[src/rtl/pkt_xfer_pkg.sv]
package pkt_xfer_pkg;
  localparam int unsigned WORD_W = 32;
  localparam int unsigned LEN_W  = 16;

  typedef logic [WORD_W-1:0] word_t;
  typedef logic [LEN_W-1:0]  len_t;

  typedef enum logic [2:0] {
    ST_IDLE,
    ST_WAIT_SPACE,
    ST_ACK,
    ST_XFER,
    ST_COMMIT,
    ST_DONE
  } xfer_st_e;

  function automatic len_t pay_words(input len_t len);
    return (len >> 2) + len_t'(len[1:0] != 2'b00);
  endfunction

  // [15:0] length, [17:16] valid bytes of last word (0 = all four)
  function automatic word_t make_hdr(input len_t len);
    return {{(WORD_W-LEN_W-2){1'b0}}, len[1:0], len};
  endfunction

  function automatic word_t tail_mask(input len_t len);
    case (len[1:0])
      2'd1:    return word_t'(32'h0000_00ff);
      2'd2:    return word_t'(32'h0000_ffff);
      2'd3:    return word_t'(32'h00ff_ffff);
      default: return '1;
    endcase
  endfunction
endpackage

[src/rtl/pxf_space_gate.sv]
module pxf_space_gate
  import pkt_xfer_pkg::*;
#(
  parameter int unsigned CNT_W = 10
) (
  input  len_t             len_i,
  input  logic [CNT_W-1:0] avail_i,
  output len_t             pay_o,
  output len_t             need_o,
  output logic             fits_o
);
  assign pay_o  = pay_words(len_i);
  assign need_o = pay_o + len_t'(1);
  assign fits_o = 32'(avail_i) >= 32'(need_o);
endmodule

[src/rtl/pxf_fill_eng.sv]
module pxf_fill_eng
  import pkt_xfer_pkg::*;
#(
  parameter int unsigned CNT_W = 10
) (
  input  logic             clk_i,
  input  logic             rst_ni,
  input  logic             req_i,
  input  len_t             len_i,
  output logic             ack_o,
  input  logic             valid_i,
  input  word_t            data_i,
  input  logic [CNT_W-1:0] q_free_i,
  output logic             q_wr_o,
  output word_t            q_wdata_o,
  output logic             q_commit_o,
  output logic [CNT_W-1:0] q_commit_words_o
);
  xfer_st_e st_q, st_d;
  len_t     len_q, cnt_q, cnt_d;
  len_t     pay, need;
  logic     fits, last_word;

  pxf_space_gate #(.CNT_W(CNT_W)) u_gate (
    .len_i  (len_q),
    .avail_i(q_free_i),
    .pay_o  (pay),
    .need_o (need),
    .fits_o (fits)
  );

  assign last_word        = (cnt_q + len_t'(1)) == pay;
  assign q_commit_words_o = CNT_W'(need);

  always_comb begin
    st_d       = st_q;
    cnt_d      = cnt_q;
    ack_o      = 1'b0;
    q_wr_o     = 1'b0;
    q_wdata_o  = '0;
    q_commit_o = 1'b0;
    unique case (st_q)
      ST_IDLE: if (req_i) st_d = ST_WAIT_SPACE;
      ST_WAIT_SPACE: begin
        if (fits) begin
          q_wr_o    = 1'b1;
          q_wdata_o = make_hdr(len_q);
          cnt_d     = '0;
          st_d      = ST_ACK;
        end
      end
      ST_ACK, ST_XFER: begin
        ack_o = 1'b1;
        if (pay == '0) begin
          st_d = ST_COMMIT;
        end else if (valid_i) begin
          q_wr_o    = 1'b1;
          q_wdata_o = last_word ? (data_i & tail_mask(len_q)) : data_i;
          cnt_d     = cnt_q + len_t'(1);
          st_d      = last_word ? ST_COMMIT : ST_XFER;
        end
      end
      ST_COMMIT: begin
        ack_o      = 1'b1;
        q_commit_o = 1'b1;
        st_d       = ST_DONE;
      end
      ST_DONE: begin
        ack_o = 1'b1;
        if (!req_i) st_d = ST_IDLE;
      end
      default: st_d = ST_IDLE;
    endcase
  end

  always_ff @(posedge clk_i or negedge rst_ni) begin
    if (!rst_ni) begin
      st_q  <= ST_IDLE;
      len_q <= '0;
      cnt_q <= '0;
    end else begin
      st_q  <= st_d;
      cnt_q <= cnt_d;
      if (st_q == ST_IDLE && req_i) len_q <= len_i;
    end
  end
endmodule

[src/rtl/pxf_drain_eng.sv]
module pxf_drain_eng
  import pkt_xfer_pkg::*;
#(
  parameter int unsigned CNT_W = 10
) (
  input  logic             clk_i,
  input  logic             rst_ni,
  input  logic [CNT_W-1:0] q_used_i,
  input  word_t            q_rdata_i,
  output logic             q_rd_o,
  output logic             q_commit_o,
  output logic [CNT_W-1:0] q_commit_words_o,
  output logic             req_o,
  output len_t             len_o,
  output logic [1:0]       tail_o,
  input  logic             ack_i,
  output logic             valid_o,
  output word_t            data_o,
  output logic             last_o
);
  xfer_st_e   st_q, st_d;
  len_t       len_q, cnt_q, cnt_d;
  logic [1:0] tail_q;
  len_t       pay, need;
  logic       fits, last_word, head_avail;
  logic       unused_hdr_hi;

  pxf_space_gate #(.CNT_W(CNT_W)) u_gate (
    .len_i  (len_q),
    .avail_i(q_used_i),
    .pay_o  (pay),
    .need_o (need),
    .fits_o (fits)
  );

  assign head_avail       = q_used_i != '0;
  assign last_word        = (cnt_q + len_t'(1)) == pay;
  assign q_commit_words_o = CNT_W'(need);
  assign len_o            = len_q;
  assign tail_o           = tail_q;
  assign unused_hdr_hi    = ^q_rdata_i[WORD_W-1:LEN_W+2];

  always_comb begin
    st_d       = st_q;
    cnt_d      = cnt_q;
    q_rd_o     = 1'b0;
    q_commit_o = 1'b0;
    req_o      = 1'b0;
    valid_o    = 1'b0;
    data_o     = '0;
    last_o     = 1'b0;
    unique case (st_q)
      ST_IDLE: begin
        if (head_avail) begin
          q_rd_o = 1'b1;
          st_d   = ST_WAIT_SPACE;
        end
      end
      ST_WAIT_SPACE: if (fits) st_d = ST_ACK;
      ST_ACK: begin
        req_o = 1'b1;
        cnt_d = '0;
        if (ack_i) st_d = (pay == '0) ? ST_COMMIT : ST_XFER;
      end
      ST_XFER: begin
        req_o   = 1'b1;
        valid_o = 1'b1;
        data_o  = q_rdata_i;
        last_o  = last_word;
        q_rd_o  = 1'b1;
        cnt_d   = cnt_q + len_t'(1);
        if (last_word) st_d = ST_COMMIT;
      end
      ST_COMMIT: begin
        req_o      = 1'b1;
        q_commit_o = 1'b1;
        st_d       = ST_DONE;
      end
      ST_DONE: if (!ack_i) st_d = ST_IDLE;
      default: st_d = ST_IDLE;
    endcase
  end

  always_ff @(posedge clk_i or negedge rst_ni) begin
    if (!rst_ni) begin
      st_q   <= ST_IDLE;
      len_q  <= '0;
      tail_q <= '0;
      cnt_q  <= '0;
    end else begin
      st_q  <= st_d;
      cnt_q <= cnt_d;
      if (st_q == ST_IDLE && head_avail) begin
        len_q  <= q_rdata_i[LEN_W-1:0];
        tail_q <= q_rdata_i[LEN_W+1:LEN_W];
      end
    end
  end
endmodule

[src/rtl/pkt_xfer_ctrl.sv]
module pkt_xfer_ctrl
  import pkt_xfer_pkg::*;
#(
  parameter  int unsigned Q_DEPTH = 512,
  localparam int unsigned CNT_W   = $clog2(Q_DEPTH) + 1
) (
  input  logic             clk_i,
  input  logic             rst_ni,
  input  logic             fl_req_i,
  input  logic [15:0]      fl_len_i,
  output logic             fl_ack_o,
  input  logic             fl_valid_i,
  input  logic [31:0]      fl_data_i,
  input  logic [CNT_W-1:0] fl_q_free_i,
  output logic             fl_q_wr_o,
  output logic [31:0]      fl_q_wdata_o,
  output logic             fl_q_commit_o,
  output logic [CNT_W-1:0] fl_q_commit_words_o,
  input  logic [CNT_W-1:0] dr_q_used_i,
  input  logic [31:0]      dr_q_rdata_i,
  output logic             dr_q_rd_o,
  output logic             dr_q_commit_o,
  output logic [CNT_W-1:0] dr_q_commit_words_o,
  output logic             dr_req_o,
  output logic [15:0]      dr_len_o,
  output logic [1:0]       dr_tail_o,
  input  logic             dr_ack_i,
  output logic             dr_valid_o,
  output logic [31:0]      dr_data_o,
  output logic             dr_last_o
);
  pxf_fill_eng #(.CNT_W(CNT_W)) u_fill (
    .clk_i           (clk_i),
    .rst_ni          (rst_ni),
    .req_i           (fl_req_i),
    .len_i           (fl_len_i),
    .ack_o           (fl_ack_o),
    .valid_i         (fl_valid_i),
    .data_i          (fl_data_i),
    .q_free_i        (fl_q_free_i),
    .q_wr_o          (fl_q_wr_o),
    .q_wdata_o       (fl_q_wdata_o),
    .q_commit_o      (fl_q_commit_o),
    .q_commit_words_o(fl_q_commit_words_o)
  );

  pxf_drain_eng #(.CNT_W(CNT_W)) u_drain (
    .clk_i           (clk_i),
    .rst_ni          (rst_ni),
    .q_used_i        (dr_q_used_i),
    .q_rdata_i       (dr_q_rdata_i),
    .q_rd_o          (dr_q_rd_o),
    .q_commit_o      (dr_q_commit_o),
    .q_commit_words_o(dr_q_commit_words_o),
    .req_o           (dr_req_o),
    .len_o           (dr_len_o),
    .tail_o          (dr_tail_o),
    .ack_i           (dr_ack_i),
    .valid_o         (dr_valid_o),
    .data_o          (dr_data_o),
    .last_o          (dr_last_o)
  );
endmodule

[config.mk]
export PLATFORM = sky130hd
export DESIGN_NAME = pkt_xfer_ctrl
export DESIGN_NICKNAME = d
export VERILOG_FILES = /design/src/rtl/pkt_xfer_pkg.sv /design/src/rtl/pxf_space_gate.sv /design/src/rtl/pxf_fill_eng.sv /design/src/rtl/pxf_drain_eng.sv /design/src/rtl/pkt_xfer_ctrl.sv
export SDC_FILE = /design/constraint.sdc
export NUM_CORES = 1
export LEC_CHECK = 0
export BUFFER_PORTS_ARGS = -buffer_cell sky130_fd_sc_hd__buf_4
export CORE_MARGIN = 1
export CORE_UTILIZATION = 50
export CTS_BUF_LIST = sky130_fd_sc_hd__clkbuf_4
export DETAILED_ROUTE_END_ITERATION = 7
export PLACE_DENSITY_LB_ADDON = 0.12
export SLEW_MARGIN = 10
export SYNTH_ARGS = -nofsm -noshare
export SYNTH_HDL_FRONTEND = slang
export SYNTH_SLANG_ARGS = --single-unit
[constraint.sdc]
create_clock -name clk_i -period 4.7 [get_ports clk_i]
set_input_delay 0.47 -clock clk_i [delete_from_list [all_inputs] [get_ports clk_i]]
set_output_delay 0.47 -clock clk_i [all_outputs]
set_load 0.01 [all_outputs]
======== Word level (Yosys, flattened, before mapping) ========
Cells that the tools add are included.
operators by class
  $add $sub $neg .......................... 6
  order comparisons ....................... 2
  equal/unequal tests ..................... 26
  multiplexer cells ....................... 41
  bitwise operators ....................... 1
  reduce and logical (&&, ||, !) cells .... 17
operators by type and width
  cell                   count
  $mux 32                7
  $pmux 32 s3            1
  $pmux 16 s2            2
  $pmux 32 s2            1
  $mux 16                3
  $mux 3                 12
  $add 15x1->16 const B  2
  $add 16x1->16 const B  2
  $and 32x32->32         1
  $eq 16x15->1           2
  $ge 10x16->1           2
  $logic_not 16->1       2
  $add 14x1->15          2
  $mux 18                1
  $pmux 3 s6             1
  $pmux 3 s5             1
  $eq 3x2->1 const B     4
  $eq 3x3->1 const B     4
  $ne 2x2->1 const B     6
  $mux 1                 10
  $reduce_bool 10->1     1
  $ne 2x1->1 const B     4
  $reduce_and 4->1       2
  $reduce_bool 2->1      4
  other kinds (11)       16
word-level totals
  bits in registers ....................... 72
  output and inout bits ................... 110
  word-level logic and storage cells ...... 100

======== Logic depth before layout (Yosys ltp) ========
  depth after elaboration ................. 10
  mapped depth ............................ 25
  gate-level depth less buffers ........... 22

======== By module ========
Synthesis repeated with hierarchy kept, for this count alone.
second synthesis, totals
  cells, all modules ...................... 859
  area total of the unflattened synthesis .. 7166.9 um^2
modules (own cells, without submodules)
  module                           times used  cells each  area each (um^2)
  pxf_drain_eng                    1           288         2605.0
  pxf_fill_eng                     1           273         2476.1
  pxf_space_gate (u_fill.u_gate)   1           151         1059.8
  pxf_space_gate (u_drain.u_gate)  1           147         1026.0

======== Worst setup path before layout ========
OpenSTA, ideal clock, no wires.
  path type ............................... register to output
  from .................................... register u_fill.len_q[0]
  to ...................................... output port fl_q_wdata_o[0]
  data arrival time ....................... 3929 ps
  data required time ...................... 4230 ps
  path slack .............................. 301 ps
  cell stages (with the launch flop) ...... 22
  path buffers ............................ 3
  cell sequence ........................... dfrtp_1 -> inv_1 -> ha_1 -> inv_1 -> ha_1 -> ha_1 -> clkbuf_1 -> a21oi_1 -> mux2_2 -> a22oi_1 -> xor2_1 -> ha_1 -> a2111oi_0 -> o21ai_0 -> o2111ai_1 -> a21oi_1 -> o41ai_1 -> nor2_1 -> and3_1 -> buf_2 -> buf_2 -> a22o_1
on the way
  cells in the longest elaborated chain, start to end .. 7
RTL lines
  element                                                line                 source
  start: declaration                                     pxf_fill_eng.sv:20   len_t len_q, cnt_q, cnt_d;
  start signal: assignment                               pxf_fill_eng.sv:84   if (st_q == ST_IDLE && req_i) len_q <= len_i;
  branches (longest 6 deep; another with $add 15x1->16)  --
  $pmux 32 s2 *                                          pxf_fill_eng.sv:42   unique case (st_q)
  end: declaration                                       pkt_xfer_ctrl.sv:16  output logic [31:0] fl_q_wdata_o,
Every way passes the cells marked *.

======== Final worst setup path ========
  from .................................... register u_fill.len_q[1]
  to ...................................... output port fl_q_wdata_o[8]
on the way
  cells in the longest elaborated chain, start to end .. 10
RTL lines
  element                                                line
  branches (longest 9 deep; another with $add 15x1->16)  --
  $pmux 32 s2 *                                          pxf_fill_eng.sv:42
Every way passes the cells marked *. The select of a mux whose other input is x is not followed.

==> results.cfg <==
[setup_path]
cp-startpoint = u_fill.len_q[1]$_DFFE_PN0P_
worst-setup-path-type = reg -> out
r2r-start = u_fill.len_q[1]$_DFFE_PN0P_
slowest_delay_ns = 0.41
crit_required_ns = 4.23
worst_path_most_repeated_cell = ha_4
crit_chain = inv_2, ha_4, inv_2, ha_4, ha_4, nand2_4, mux2_4, a22oi_2, xor2_1, ha_1, a2111oi_2, o21ai_1, o2111ai_2, a21oi_2, o41ai_4, nor2_2, and3_4, a22o_1, buf_6
worst_path_max_delay_cell = dfrtp_1
crit_path_max_fanout = 8
crit_arrival_ns = 4.15
cp-end-kind = primary output
crit_path_start_kind = flip-flop

[yosys]
synth_top_area_cell = dfrtp_1
synth.cell_area_um2 = 6920
avgSynthCellArea_um2 = 8.17
ys_ff_latch = 72
synth_top_cell_area_share_pct = 26.0
synth_cells = 847
synth_edf_count = 0
ys_seq_area_share_pct = 26.0
synthArstFlopShare_pct = 100
yosys-top-cells-area = dfrtp_1 26%, xnor2_1 7.2%, ha_1 6.5%
synthDistinctLibCells = 68
syn_nets = 988
ys.flop_type = dfrtp_1
yosysWarnings = 0

[global_route]
grt_max_degree = 73
grt_pass1_wl_mm = 33.3
grt.total_usage_pct = 29.1
first_global_vias = 6782
antenna_found_initial = 0
overflow = 0

[sta]
fmax_mhz = 216
slew_headroom_pct = 31.4
report.final.slew_viol_count = 0
rsz0062_at_grt = true
period_needed_ns = 4.62
setup_violations = 0
finalHoldViolCount = 0
fin_skew_ns = 0.0157
worst_pin_slew_ns = 1.03
fin_crit_sh_pct = 98.4

[floorplanning]
die_area_um2 = 14300
ios = 215
die_y_um = 120
rows = 42
initial_core_util_pct = 51.8
coreArea_um2 = 13300
die_w_um = 120

[final_layout]
final_nets = 1192
final_area_um2 = 9140
drive_gt1_share_pct = 32.4
instances_no_fill = 1232
syn_to_final_growth_pct = 32.0
antennaDiodeCount = 0

[routing]
dr.pass1.iters = 6
drt-total-wl_mm = 20.5
drt_iter0_markers = 476
num_vias = 7031
routedWlPerCell_um = 16.6
antenna_left = 0
drc = 0
vias_per_cell = 5.71

[clock_network]
cts_root_buf = clkbuf_4
hold_buffers = 0
cts_buffers = 9
clock-sinks = 72
clockBufferDepth = 2
htree_levels = 3
cts_tree = yes
clock_latency_ns = 0.47
clkTransAtPathRegs_ns = 0.13

[placement]
dp_hpwl_mm = 15.4
portBuffers = 214
place_area_um2 = 8660
place_congestion = 0.902
numPlacedInstances = 1202

[pwr]
power_density_nw_per_um2 = 644
ir_drop_mv = 0.377
p_leak_nw = 4.10

[min_path]
hold_class = in -> async

[status]
status = finished, final reports clean

[job]
drv_cap = 0
[logic make-up (layout without fill, tap and decap cells)]
group,Yosys count,count (layout),share of synthesized area [%]
and+or+nand+nor,336,337,26.3
AOI/OAI and AO/OA,175,175,16.7
buffers and inverters,96,304,5.71
xor gates and xnor gates,90,90,12.0
DFF,72,72,26.0
muxes,42,42,6.73
adders and majority gates,36,36,6.51
[timing repair]
item                                    4_1_cts  5_1_grt
pin swaps                                     6       17
gates cloned                                  1        0
gates resized for setup                      18       38
endpoints found under the setup margin       33       33
buffers inserted                              3       10
[area by class of cell]
| type | count | area, um2 |
|---|---|---|
| well taps | 176 | 220 |
| clock buffers | 9 | 67.6 |
| inverters | 44 | 165 |
| multi-input cells | 680 | 4950 |
| clock inverters | 7 | 70.1 |
| flip-flops and latches | 72 | 1800 |
| fillers | 1169 | 4210 |
| repair buffers | 244 | 1870 |
[synthesized netlist by cell type (all sizes together), types with 3 or more instances]
cell     count
xnor2       57
or2          9
nand4       19
nor3b        3
o21ai       64
o31ai       10
a22oi        4
mux2i        6
a22o        18
nor3        25
nor4b        3
and2        57
or4          6
xor2        30
o2111ai      3
ha          36
a31oi        6
nor2        45
nor4        16
nand3       36
o31a         4
nand2       74
inv         44
a21o         3
o21a         4
nand2b       6
a21oi       31
mux2        36
a2111oi      6
or3          8
clkbuf      36
and4         8
dfrtp       72
o211ai       4
buf         16
o41ai        4
and3        12
[layout by cell type, fill, tap and decap left out, drive strengths merged, types with 19 or more instances in the layout]
master and n:
buf 244, nand2 74, dfrtp 72, o21ai 64, xnor2 57, and2 57, nor2 45, inv 45
nand3 36, mux2 36, ha 36, a21oi 31, xor2 30, nor3 25, nand4 19
[through the flow]
step	hold slack (ns)	setup slack, ns	setup TNS, ns	util [%]	total power, W
after floorplan	0.174	0.301	0	-	0.00377
after global placement	0.489	0.116	0	64.9	0.00505
after detailed placement	0.497	-0.00908	-0.00908	64.9	0.00511
after CTS	0.148	-0.0227	-0.0227	66.6	0.00566
after global routing	0.183	-0.142	-1.75	68.4	0.00638
final	0.130	0.0761	0	68.4	0.00589
[registers in the layout, summed over array words and instances (netlist names)]
register        flops
u_drain.cnt_q      16
u_drain.len_o      16
u_drain.st_q        3
u_drain.tail_o      2
u_fill.cnt_q       16
u_fill.len_q       16
u_fill.st_q         3
[power by group]
group          switching (W)  leakage [nW]  internal, W
sequential          0.000457         0.866     0.000851
combinational        0.00216          3.17      0.00201
clock               0.000256        0.0676     0.000161
total                0.00287          4.10      0.00302
[layer usage]
layer  vias to the layer above  wire length (um)  track usage [%]
met1                      3308              8580             35.0
met4                         0               429             11.1
met3                        43              1080             3.94
met2                       246             10400             52.3
met5                         -                 0                0
li1                       3434                 -                -
[final timing paths]
| kind | slack (ns) | cells past startpoint | endpoint |
|---|---|---|---|
| max | 0.08 | 19 | fl_q_wdata_o[8] |
| min | 0.13 | 1 | u_drain.len_o[0]$_DFFE_PN0P_ |
| max reg2reg | 0.39 | 21 | u_fill.st_q[1]$_DFFE_PN0P_ |
| min reg2reg | 0.52 | 1 | u_fill.cnt_q[15]$_DFFE_PN0P_ |
| max in group asynchronous | 3.93 | 1 | u_fill.len_q[3]$_DFFE_PN0P_ |
| min in group clk_i | 0.21 | 3 | u_fill.len_q[13]$_DFFE_PN0P_ |
[worst max-delay path: cells and delay by family (launching register included)]
family / cells / cell delay (ns)
compound gates: 7 / 1.25
xor+xnor: 1 / 0.20
fa+ha+maj: 4 / 0.89
buf+inv: 3 / 0.25
flops: 1 / 0.41
mux: 1 / 0.30
simple gates: 3 / 0.41
No activity file was read; power rests on OpenSTA's default activity.
